File: config.mk
export PLATFORM = sky130hd
export DESIGN_NAME = bscan_pattern_engine
export DESIGN_NICKNAME = d
export VERILOG_FILES = /design/src/rtl/bscan_engine_pkg.sv /design/src/rtl/bscan_engine_ctrl.sv /design/src/rtl/bscan_engine_datapath.sv /design/src/rtl/bscan_pattern_engine.sv
export SDC_FILE = /design/constraint.sdc
export NUM_CORES = 1
export LEC_CHECK = 0
export ABC_CLOCK_PERIOD_IN_PS = 1730
export BUFFER_PORTS_ARGS = -buffer_cell sky130_fd_sc_hd__clkbuf_2
export CELL_PAD_IN_SITES_DETAIL_PLACEMENT = 1
export CELL_PAD_IN_SITES_GLOBAL_PLACEMENT = 1
export CORE_MARGIN = 4
export CORE_UTILIZATION = 39
export CTS_CLUSTER_DIAMETER = 40
export CTS_CLUSTER_SIZE = 10
export DETAILED_ROUTE_END_ITERATION = 10
export PLACE_DENSITY_LB_ADDON = 0.1
export REMOVE_ABC_BUFFERS = 1
export SLEW_MARGIN = 40
export SYNTH_ARGS = -nofsm -noshare
export SYNTH_HDL_FRONTEND = slang
export SYNTH_HIERARCHICAL = 1
export SYNTH_SLANG_ARGS = --single-unit
export TNS_END_PERCENT = 1
File: constraint.sdc
create_clock -name tck -period 1.73 [get_ports tck]
set_clock_uncertainty 0.2 [all_clocks]
set_input_delay 0.0865 -clock tck [delete_from_list [all_inputs] [get_ports tck]]
set_output_delay 0.0865 -clock tck [all_outputs]
set_load 0.005 [all_outputs]
File: src/rtl/bscan_engine_pkg.sv
`timescale 1ns/1ps
package bscan_engine_pkg;

  typedef enum logic [2:0] {
    STEP_NONE,
    STEP_SAMPLE,
    STEP_PRPG,
    STEP_PSA,
    STEP_DUAL
  } stepOp_e;

  typedef struct packed {
    logic    load;
    logic    shift;
    stepOp_e op;
  } ctrlStrobe_t;

  typedef struct packed {
    logic updIn;
    logic updOut;
    logic updOe;
  } updFlags_t;

endpackage

File: src/rtl/bscan_engine_ctrl.sv
`timescale 1ns/1ps
module bscan_engine_ctrl
  import bscan_engine_pkg::*;
(
  input  logic        tck,
  input  logic        rstN,
  input  logic        runTest,
  input  logic [1:0]  opcode,
  input  logic        seedLoad,
  input  logic        shiftEn,
  output ctrlStrobe_t strobe,
  output updFlags_t   upd
);

  always_comb begin
    strobe = '{load: 1'b0, shift: 1'b0, op: STEP_NONE};
    if (seedLoad) begin
      strobe.load = 1'b1;
    end else if (shiftEn) begin
      strobe.shift = 1'b1;
    end else if (runTest) begin
      unique case (opcode)
        2'b00: strobe.op = STEP_SAMPLE;
        2'b01: strobe.op = STEP_PRPG;
        2'b10: strobe.op = STEP_PSA;
        default: strobe.op = STEP_DUAL;
      endcase
    end
  end

  updFlags_t updNext;

  always_comb begin
    updNext = '0;
    if (strobe.load) begin
      updNext = '{updIn: 1'b1, updOut: 1'b1, updOe: 1'b1};
    end else begin
      unique case (strobe.op)
        STEP_SAMPLE: updNext = '{updIn: 1'b1, updOut: 1'b1, updOe: 1'b1};
        STEP_PRPG:   updNext = '{updIn: 1'b1, updOut: 1'b1, updOe: 1'b1};
        STEP_PSA:    updNext = '{updIn: 1'b0, updOut: 1'b0, updOe: 1'b1};
        STEP_DUAL:   updNext = '{updIn: 1'b0, updOut: 1'b1, updOe: 1'b1};
        default:     updNext = '0;
      endcase
    end
  end

  always_ff @(posedge tck or negedge rstN) begin
    if (!rstN) upd <= '0;
    else       upd <= updNext;
  end

  // a signature step never refreshes the data shadows
  p_psa_no_update_r6: assert property (@(posedge tck) disable iff (!rstN)
    (strobe.op == STEP_PSA) |=> (!upd.updIn && !upd.updOut));

  // a load schedules every shadow for the next falling edge
  p_load_updates_r2: assert property (@(posedge tck) disable iff (!rstN)
    strobe.load |=> (upd.updIn && upd.updOut && upd.updOe));

  // an idle cycle schedules no shadow update
  p_idle_no_update_r10: assert property (@(posedge tck) disable iff (!rstN)
    (!seedLoad && !shiftEn && !runTest) |=> (upd == '0));

endmodule

File: src/rtl/bscan_engine_datapath.sv
`timescale 1ns/1ps
module bscan_engine_datapath
  import bscan_engine_pkg::*;
#(
  parameter int             DATA_W      = 8,
  parameter logic [2*DATA_W-1:0] WIDE_TAPS   = 16'h8805,
  parameter logic [DATA_W-1:0]   NARROW_TAPS = 8'h8E
) (
  input  logic                  tck,
  input  logic                  rstN,
  input  ctrlStrobe_t           strobe,
  input  updFlags_t             upd,
  input  logic [DATA_W-1:0]     pinIn,
  input  logic [2*DATA_W+1:0]   seedValue,
  input  logic                  scanIn,
  output logic [DATA_W-1:0]     pinOut,
  output logic                  pinOe,
  output logic [DATA_W-1:0]     coreIn,
  output logic                  scanOut
);

  localparam int WIDE  = 2 * DATA_W;
  localparam int CELLS = WIDE + 2;
  localparam int OE_BIT = WIDE;

  logic [CELLS-1:0]  bndReg;
  logic [CELLS-1:0]  regNext;
  logic [DATA_W-1:0] inCells, outCells;
  logic [WIDE-1:0]   dataCells;

  assign dataCells = bndReg[WIDE-1:0];
  assign inCells   = bndReg[DATA_W-1:0];
  assign outCells  = bndReg[WIDE-1:DATA_W];

  // per-cell sample/toggle behaviour
  logic [WIDE-1:0] sampleNext;
  for (genvar i = 0; i < WIDE; i++) begin : g_cell
    if (i < DATA_W) begin : g_in
      assign sampleNext[i] = pinIn[i];
    end else begin : g_out
      assign sampleNext[i] = ~bndReg[i];
    end
  end

  logic            fbWide, fbIn, fbOut;
  logic [WIDE-1:0] prpgNext, psaNext, dualNext;

  assign fbWide   = ^(dataCells & WIDE_TAPS);
  assign fbIn     = ^(inCells & NARROW_TAPS);
  assign fbOut    = ^(outCells & NARROW_TAPS);
  assign prpgNext = {dataCells[WIDE-2:0], fbWide};
  assign psaNext  = prpgNext ^ {{DATA_W{1'b0}}, pinIn};
  assign dualNext = {outCells[DATA_W-2:0], fbOut,
                     ({inCells[DATA_W-2:0], fbIn} ^ pinIn)};

  always_comb begin
    regNext = bndReg;
    if (strobe.load) begin
      regNext = seedValue;
    end else if (strobe.shift) begin
      regNext = {scanIn, bndReg[CELLS-1:1]};
    end else begin
      unique case (strobe.op)
        STEP_SAMPLE: regNext[WIDE-1:0] = sampleNext;
        STEP_PRPG:   regNext[WIDE-1:0] = prpgNext;
        STEP_PSA:    regNext[WIDE-1:0] = psaNext;
        STEP_DUAL:   regNext[WIDE-1:0] = dualNext;
        default:     regNext = bndReg;
      endcase
    end
  end

  always_ff @(posedge tck or negedge rstN) begin
    if (!rstN) bndReg <= '0;
    else       bndReg <= regNext;
  end

  // shadow latches written on the falling edge
  logic [DATA_W-1:0] inShadow, outShadow;
  logic              oeShadow;

  always_ff @(negedge tck or negedge rstN) begin
    if (!rstN) begin
      inShadow  <= '0;
      outShadow <= '0;
      oeShadow  <= 1'b0;
    end else begin
      if (upd.updIn)  inShadow  <= inCells;
      if (upd.updOut) outShadow <= outCells;
      if (upd.updOe)  oeShadow  <= bndReg[OE_BIT];
    end
  end

  assign pinOut  = outShadow;
  assign pinOe   = oeShadow;
  assign coreIn  = inShadow;
  assign scanOut = bndReg[0];

  // control cells survive every test step
  p_ctrl_cells_hold_r8: assert property (@(posedge tck) disable iff (!rstN)
    (strobe.op != STEP_NONE) |=> (bndReg[CELLS-1:WIDE] == $past(bndReg[CELLS-1:WIDE])));

  // idle keeps the register frozen
  p_freeze_r10: assert property (@(posedge tck) disable iff (!rstN)
    (!strobe.load && !strobe.shift && strobe.op == STEP_NONE) |=> $stable(bndReg));

  // zero state locks the pattern generator
  p_zero_lock_r5: assert property (@(posedge tck) disable iff (!rstN)
    (strobe.op == STEP_PRPG && dataCells == '0) |=> (bndReg[WIDE-1:0] == '0));

  // output cells invert on a sample/toggle step
  p_toggle_r4: assert property (@(posedge tck) disable iff (!rstN)
    (strobe.op == STEP_SAMPLE) |=> (bndReg[WIDE-1:DATA_W] == ~$past(bndReg[WIDE-1:DATA_W])));

  // serial shift moves bit 1 into bit 0
  p_shift_r3: assert property (@(posedge tck) disable iff (!rstN)
    strobe.shift |=> (bndReg[0] == $past(bndReg[1])));

endmodule

File: src/rtl/bscan_pattern_engine.sv
`timescale 1ns/1ps
module bscan_pattern_engine
  import bscan_engine_pkg::*;
#(
  parameter int DATA_W = 8,
  parameter logic [2*DATA_W-1:0] WIDE_TAPS   = 16'h8805,
  parameter logic [DATA_W-1:0]   NARROW_TAPS = 8'h8E
) (
  input  logic                tck,
  input  logic                rstN,
  input  logic                runTest,
  input  logic [1:0]          opcode,
  input  logic [DATA_W-1:0]   pinIn,
  input  logic                seedLoad,
  input  logic [2*DATA_W+1:0] seedValue,
  input  logic                shiftEn,
  input  logic                scanIn,
  output logic [DATA_W-1:0]   pinOut,
  output logic                pinOe,
  output logic [DATA_W-1:0]   coreIn,
  output logic                scanOut
);

  ctrlStrobe_t strobe;
  updFlags_t   upd;

  bscan_engine_ctrl ctrl_i (
    .tck      (tck),
    .rstN     (rstN),
    .runTest  (runTest),
    .opcode   (opcode),
    .seedLoad (seedLoad),
    .shiftEn  (shiftEn),
    .strobe   (strobe),
    .upd      (upd)
  );

  bscan_engine_datapath #(
    .DATA_W      (DATA_W),
    .WIDE_TAPS   (WIDE_TAPS),
    .NARROW_TAPS (NARROW_TAPS)
  ) dp_i (
    .tck       (tck),
    .rstN      (rstN),
    .strobe    (strobe),
    .upd       (upd),
    .pinIn     (pinIn),
    .seedValue (seedValue),
    .scanIn    (scanIn),
    .pinOut    (pinOut),
    .pinOe     (pinOe),
    .coreIn    (coreIn),
    .scanOut   (scanOut)
  );

endmodule

# Yosys cells after proc, flatten, opt, wreduce, memory -nomap -nowiden
# Index checks and enable logic that the tools add are counted.
# W data, S select, Z words.
totals:
  latch_bits: 0
  inputBits: 34
  n_memories: 0
  ram_bits: 0
  rom_bits: 0
  wordCells: 42
  register_bits: 38
classes:
  n_addsub: 0
  shift: 0
  mul: 0
  n_mux: 11
  n_reduce_logical: 7
  magnitude_cmp: 0
  n_bitwise: 10
  eq_ne: 6
  n_div: 0
op_table:
  columns: ["cell", "count"]
  rows:
  - ["$pmux W16 S4", 1]
  - ["$mux W18", 2]
  - ["$pmux W3 S3", 2]
  - ["$reduce_xor A16 Y1", 1]
  - ["$reduce_xor A8 Y1", 2]
  - ["$xor A16 B8 Y16", 1]
  - ["$mux W3", 3]
  - ["$not A1 Y1", 8]
  - ["$xor A8 B8 Y8", 1]
  - ["$eq A3 B2 Y1 const B", 2]
  - ["$reduce_bool A6 Y1", 1]
  - ["$mux W4", 1]
  - ["$eq A3 B1 Y1 const B", 1]
  - ["$eq A3 B3 Y1 const B", 1]
  - ["$eq A2 B1 Y1 const B", 1]
  - ["$eq A2 B2 Y1 const B", 1]
  - ["$logic_not A2 Y1", 1]
  - ["$mux W1", 2]
  - ["$reduce_bool A2 Y1", 1]
  - ["$reduce_or A2 Y1", 1]

# Longest topological paths before layout
# Gate-level depths: netlist of the first run.
depth:
  ltp_word: 9
  depth_mapped: 10
  ltp_nobuf: 7

# Modules after synthesis
# The synthesis of the first run kept the hierarchy.
modules_own_cells:
  columns: ["module", "cells_per_inst", "area_per_inst_um2", "n_inst"]
  rows:
  - ["bscan_engine_datapath", 262, 2501.1, 1]
  - ["bscan_engine_ctrl", 23, 239.0, 1]

==> results of run 1 <==
## area by class of cell
cell class | instances | area share, %
repair buffers | 123 | 24.3
flip-flops and latches | 38 | 25.4
multi-input cells | 210 | 44.2
well taps | 96 | 3.20
clock buffers | 8 | 2.14
inverters | 8 | 0.801
## cell usage in the layout, fill, tap and decap left out, types with 7 or more instances in the layout
master,count
dlygate4sd3_1,18
nor2b_1,15
dfrtp_1,21
o21ai_1,9
o21ai_0,23
nand2_1,13
mux2_2,11
or2_2,9
o221ai_1,7
a41oi_1,7
dfrtn_1,17
a21oi_1,9
clkbuf_2,45
buf_4,48
nor3b_1,8
and4b_1,7
inv_1,8
nor2_1,9
## worst max-delay path: cells and delay by family, from the launching register on
family / cells / cell delay (ns)
DFF: 1 / 0.40
buffers and inverters: 1 / 0.15
muxes: 1 / 0.33
## metrics by stage
stage,hold slack [ns],setup WS (ns),power [W],instance area (um2)
CTS,0.0441,-0.361,0.00280,3680
detailed placement,-0.114,-0.470,0.00213,3370
floorplan,-0.409,-0.937,0.00164,2530
global route,0.0711,-0.372,0.00300,3750
global placement,-0.127,-0.389,0.00210,3370
finish,0.0562,-0.356,0.00280,3750
## timing repair
| action | in CTS | in global routing |
|---|---|---|
| hold buffers | 18 | 0 |
| gates resized for setup | 17 | 28 |
| endpoints found under the setup margin | 50 | 51 |
| pin swaps | 6 | 7 |
| hold endpoints to repair | 37 | 0 |
## registers in the layout, indices dropped and copies added, names as in the netlist
signal	flops
dp_i/bndReg	18
dp_i/coreIn	8
dp_i/pinOut	8
ctrl_i/upd	3
dp_i/pinOe	1
## routing by layer
metal	GRT usage [%]	vias up	routed length, um
li1	-	1249	-
met3	2.63	2	155
met5	0	-	0
met2	36.0	33	4170
met1	23.9	1255	3580
met4	3.71	0	29
## synth_stat cells (8+ instances only)
cell type / number
dfrtp_1: 21
clkbuf_1: 8
mux2_2: 17
o21ai_0: 32
nor2b_1: 16
a21oi_1: 12
nor3b_1: 8
inv_1: 8
nor2_1: 10
or2_2: 9
nand2_1: 13
dfrtn_1: 17
## power by group through the flow
stage | clock (W) | sequential [W] | combinational [W]
floorplan | 0 | 0.00122 | 0.000425
global placement | 0 | 0.00115 | 0.000952
detailed placement | 0 | 0.00116 | 0.000970
CTS | 0.000618 | 0.00114 | 0.00104
global route | 0.000664 | 0.00116 | 0.00117
finish | 0.000593 | 0.00114 | 0.00107
## worst max path at each step
stage	startpoint	end	cells after the start
final	ctrl_i/upd[2]$_DFF_PN0_	dp_i/coreIn[3]$_DFFE_NN0P_	2
after global routing	ctrl_i/upd[2]$_DFF_PN0_	dp_i/coreIn[7]$_DFFE_NN0P_	2
after CTS	ctrl_i/upd[2]$_DFF_PN0_	dp_i/coreIn[6]$_DFFE_NN0P_	2
after detailed placement	opcode[0]	dp_i/bndReg[15]$_DFFE_PN0P_	9
after global placement	opcode[0]	dp_i/bndReg[15]$_DFFE_PN0P_	9
after floorplan	opcode[0]	dp_i/bndReg[1]$_DFFE_PN0P_	7
## cell families after synthesis
kind of cell / count (synthesis) / share of synthesized area (%)
AND/OR/NAND/NOR: 85 / 20.5
flip-flops: 38 / 34.7
adder cells (fa/ha/maj): 3 / 1.37
XOR/XNOR: 9 / 3.65
multiplexers: 19 / 7.72
buffers and inverters: 37 / 8.77
AO/OA/AOI/OAI: 94 / 23.3
==> impl_metrics.tcl, run 1 <==
set metrics [dict create \
    status "finished with violations" \
    violations "negative setup slack" \
    holdPathEnd "dp_i/bndReg[10]$_DFFE_PN0P_" \
    ys.flop_type "dfrtp_1" \
    filler_cell_count 804 \
    p_sw_share_pct 31.0 \
    clock-sinks 38 \
    critPathMaxStageDelay_ns 0.40 \
    min_from "seedValue[10]" \
    cp-start-kind "register" \
    vdd_drop_max_uv 399 \
    first_pass_iters 4 \
    r2r_end "dp_i/coreIn[3]$_DFFE_NN0P_" \
    diodes 0 \
    ys_seq_elements 38 \
    synthArstFlopShare_pct 100 \
    power.density_nw_per_um2 747 \
    layout.cells.non_filler 483 \
    rrSetupSlack_ns -0.36 \
    totalWireLength_um 7930 \
    grtUsageTotal_pct 19.4 \
    grt_max_degree 40 \
    worstReg2RegStart "ctrl_i/upd[2]$_DFF_PN0_" \
    ant_nets 0 \
    syn-cell-area_um2 2740 \
    hold_violations 0 \
    nNetsFinal 423 \
    cts_tree "built" \
    slew_headroom_pct 75.1 \
    avgSynthCellArea_um2 9.61 \
    netlist_instances 285 \
    critical_path_class "reg2reg" \
    rows 30 \
    hold_path.class "in2reg" \
    clkPwrFrac_pct 21.2 \
    areaGrowthSynthToFinish_pct 36.8 \
    tightestPinTransition_ns 0.374 \
    worstSetupEndpointType "register" \
    drc 0 \
    io_pins 52 \
    p_comb_share_pct 38.1 \
    finalSetupViolations 43 \
    clk_path_buf_depth 2 \
    cp_cell_sequence "buf_12 > mux2_2" \
    die_x_um 91.8 \
    initial_core_util_pct 40.3 \
    path_clk_slew_ns 0.08 \
    arrival_ns 1.16 \
    slew_violations 0 \
    ys_seq_area_share_pct 34.7 \
    grt_overflow 0 \
    cts_setup_buffers 0 \
    cp_slowest_cell "dfrtp_1" \
    detail_route.iter0.violations 98 \
    vias_per_cell 5.26 \
    finalSetupTns_ns -9.45 \
    synth_top_area_share_pct 19.2 \
    synth_edf_count 0 \
    grt_pass1_vias 2788 \
    routabilityCongestion 0.800 \
    vias 2539 \
    dp_cells 457 \
    clk_root_buffer_cell "clkbuf_8" \
    regArea_um2 951 \
    switchingPower_w 0.000869 \
    seq_power_share_pct 40.7 \
    die_h_um 91.8 \
    multi_input_area_um2 1660 \
    ys_warn_count 6 \
    grt_pass1_wl_um 13500 \
    portBuffers 51 \
    hold_depth 4 \
    place_hpwl_um 5650 \
    core_area_um2 6790 \
    maxCapViolCount 0 \
    netlist_top_cells_area "dfrtp_1 19%, dfrtn_1 16%, mux2_2 7.0%, o21ai_0 5.8%, nor2b_1 3.7%" \
    intPower_w 0.00193 \
    antenna_found_initial 0 \
    r2r_cells 2 \
    synth_cell_types 54 \
    setup_ws_ns -0.356 \
    yosys.area.top_type "dfrtp_1" \
    cp_max_fo 8 \
    fin_util_pct 55.2 \
    clk_latency_ns 0.28 \
    numCtsBuffers 5 \
    rsz0062_at_grt "yes" \
    drive_gt1_share_pct 41.9 \
    crit_required_ns 0.80 \
    wl_per_cell_um 16.4 \
    power.leakage_nw 1.70 \
    die_area_um2 8430 \
    cts_htree_levels 2 \
]
(Power assumes the default switching activity.)
==> run 2, diff against run 1 <==
- ABC_CLOCK_PERIOD_IN_PS: 1730 -> 1910
- clock period: 1.73 -> 1.91 ns (I/O delays scaled with it)
==> run 2 against run 1 <==
The flow still finishes with violations (negative setup slack). Register-to-register slack improved by 0.08 ns. Worst setup slack improved by 0.079 ns. Cell area decreased by 2.9%. Critical path depth unchanged. Clock power increased by 1%. Sequential share of layout area increased by 0.75 points. Routed wire length decreased by 0.25%. Die area unchanged. Utilization decreased by 1.6 points. Sequential power decreased by 9%. Largest power group unchanged. Highest routed layer unchanged.
==> impl_metrics.tcl, run 2 (same netlist as run 1, synthesis figures left out) <==
set metrics [dict create \
    multi_input_area_um2 1620 \
    grtUsageTotal_pct 19.7 \
    power.density_nw_per_um2 706 \
    cp-start-kind "register" \
    detail_route.iter0.violations 87 \
    path_clk_slew_ns 0.08 \
    initial_core_util_pct 40.3 \
    filler_cell_count 778 \
    r2r_cells 2 \
    cts_tree "built" \
    vias 2568 \
    slew_violations 0 \
    die_x_um 91.8 \
    place_hpwl_um 5620 \
    io_pins 52 \
    wl_per_cell_um 16.6 \
    numCtsBuffers 5 \
    cts_setup_buffers 0 \
    hold_path.class "in2reg" \
    rsz0062_at_grt "yes" \
    core_area_um2 6790 \
    grt_overflow 0 \
    status "finished with violations" \
    drive_gt1_share_pct 39.2 \
    critPathMaxStageDelay_ns 0.42 \
    crit_required_ns 0.89 \
    critical_path_class "reg2reg" \
    placed_cell_area_um2 3300 \
    fin_util_pct 53.6 \
    layout_common_cells "44 x buf_4, 42 x clkbuf_2, 31 x o21ai_0, 21 x dfrtp_1, 18 x dlygate4sd3_1" \
    cp_max_fo 8 \
    arrival_ns 1.17 \
    cts_htree_levels 2 \
    antenna_found_initial 0 \
    die_h_um 91.8 \
    largest_reg_flops 18 \
    maxCapViolCount 0 \
    die_area_um2 8430 \
    top_usage_layer "met2" \
    final_cell_area_um2 3640 \
    diodes 0 \
    clk_latency_ns 0.29 \
    clock-sinks 38 \
    areaGrowthSynthToFinish_pct 32.9 \
    first_pass_iters 4 \
    power.leakage_nw 1.67 \
    final_common_cell "buf_4" \
    clk_root_buffer_cell "clkbuf_8" \
    hold_violations 0 \
    use_met2_pct 36.0 \
    totalWireLength_um 7910 \
    worstSetupEndpointType "register" \
    rows 30 \
    hold_depth 4 \
    setup_ws_ns -0.277 \
    nNetsFinal 416 \
    slew_headroom_pct 73.1 \
    grt_pass1_vias 2761 \
    vdd_drop_max_uv 442 \
    portBuffers 51 \
    violations "negative setup slack" \
    drc 0 \
    use_met3_pct 3.20 \
    routabilityCongestion 0.730 \
    vias_per_cell 5.39 \
    cp_slowest_cell "dfrtp_1" \
    cp_cell_sequence "buf_12 > mux2_4" \
    grt_pass1_wl_um 13400 \
    clk_path_buf_depth 2 \
    grt_max_degree 39 \
    ant_nets 0 \
    regArea_um2 951 \
    largest-register "dp_i/bndReg" \
    finalSetupViolations 34 \
    tightestPinTransition_ns 0.403 \
    use_met1_pct 24.0 \
]
## run 2: cell type report
cell class              instances  share of cell area (%)
well taps                      96                    3.30
clock inverters                 2                   0.344
inverters                       8                   0.825
clock buffers                   6                    2.27
repair buffers                116                    22.7
flip-flops and latches         38                    26.1
multi-input cells             210                    44.5
## run 2: power breakdown
part	switching [W]	leakage (nW)	internal (W)
Combinational	0.000421	1.17	0.000511
Clock	0.000310	0.0472	0.000291
Sequential	0.0000789	0.454	0.000958
Total	0.000810	1.67	0.00176
## run 2: final timing paths
check | to | slack, ns | start
worst max-delay path | dp_i/coreIn[5]$_DFFE_NN0P_ | -0.28 | ctrl_i/upd[2]$_DFF_PN0_
worst min-delay path | dp_i/bndReg[10]$_DFFE_PN0P_ | 0.02 | seedValue[10]
worst max register to register | dp_i/coreIn[5]$_DFFE_NN0P_ | -0.28 | ctrl_i/upd[2]$_DFF_PN0_
worst min register to register | dp_i/pinOut[1]$_DFFE_NN0P_ | 0.25 | dp_i/pinOut[1]$_DFFE_NN0P_
max in group asynchronous | dp_i/coreIn[4]$_DFFE_NN0P_ | 0.31 | rstN
min in group asynchronous | dp_i/bndReg[5]$_DFFE_PN0P_ | 0.11 | rstN
## run 2: per-layer routing
metal | vias up | routed length [um]
met4 | 0 | 78
met5 | - | 0
li1 | 1239 | -
met1 | 1274 | 3480
met3 | 8 | 248
met2 | 47 | 4110
## run 2: timing repair
| action | 4_1_cts | 5_1_grt |
|---|---|---|
| hold endpoints to repair | 37 | 0 |
| pin swaps | 0 | 1 |
| gates resized for setup | 2 | 26 |
| cloned | 0 | 0 |
| hold buffers | 18 | 0 |
| setup endpoints to repair | 34 | 50 |
## run 2: per-stage QoR
step	setup TNS, ns	setup slack [ns]	total power, W	hold WS, ns	std cells
5_1_grt	-7.88	-0.285	0.00275	0.0543	476
3_5_place_dp	-7.29	-0.277	0.00191	-0.114	450
4_1_cts	-7.17	-0.279	0.00256	0.0149	476
6_report	-6.81	-0.277	0.00257	0.0246	476
3_3_place_gp	-6.58	-0.254	0.00189	-0.117	450
2_1_floorplan	-13.60	-0.766	0.00149	-0.400	256
## run 2: critical path: cells and delay by family (launching register included)
kind | cells | cell delay (ns)
flops | 1 | 0.42
mux | 1 | 0.30
buf+inv | 1 | 0.16
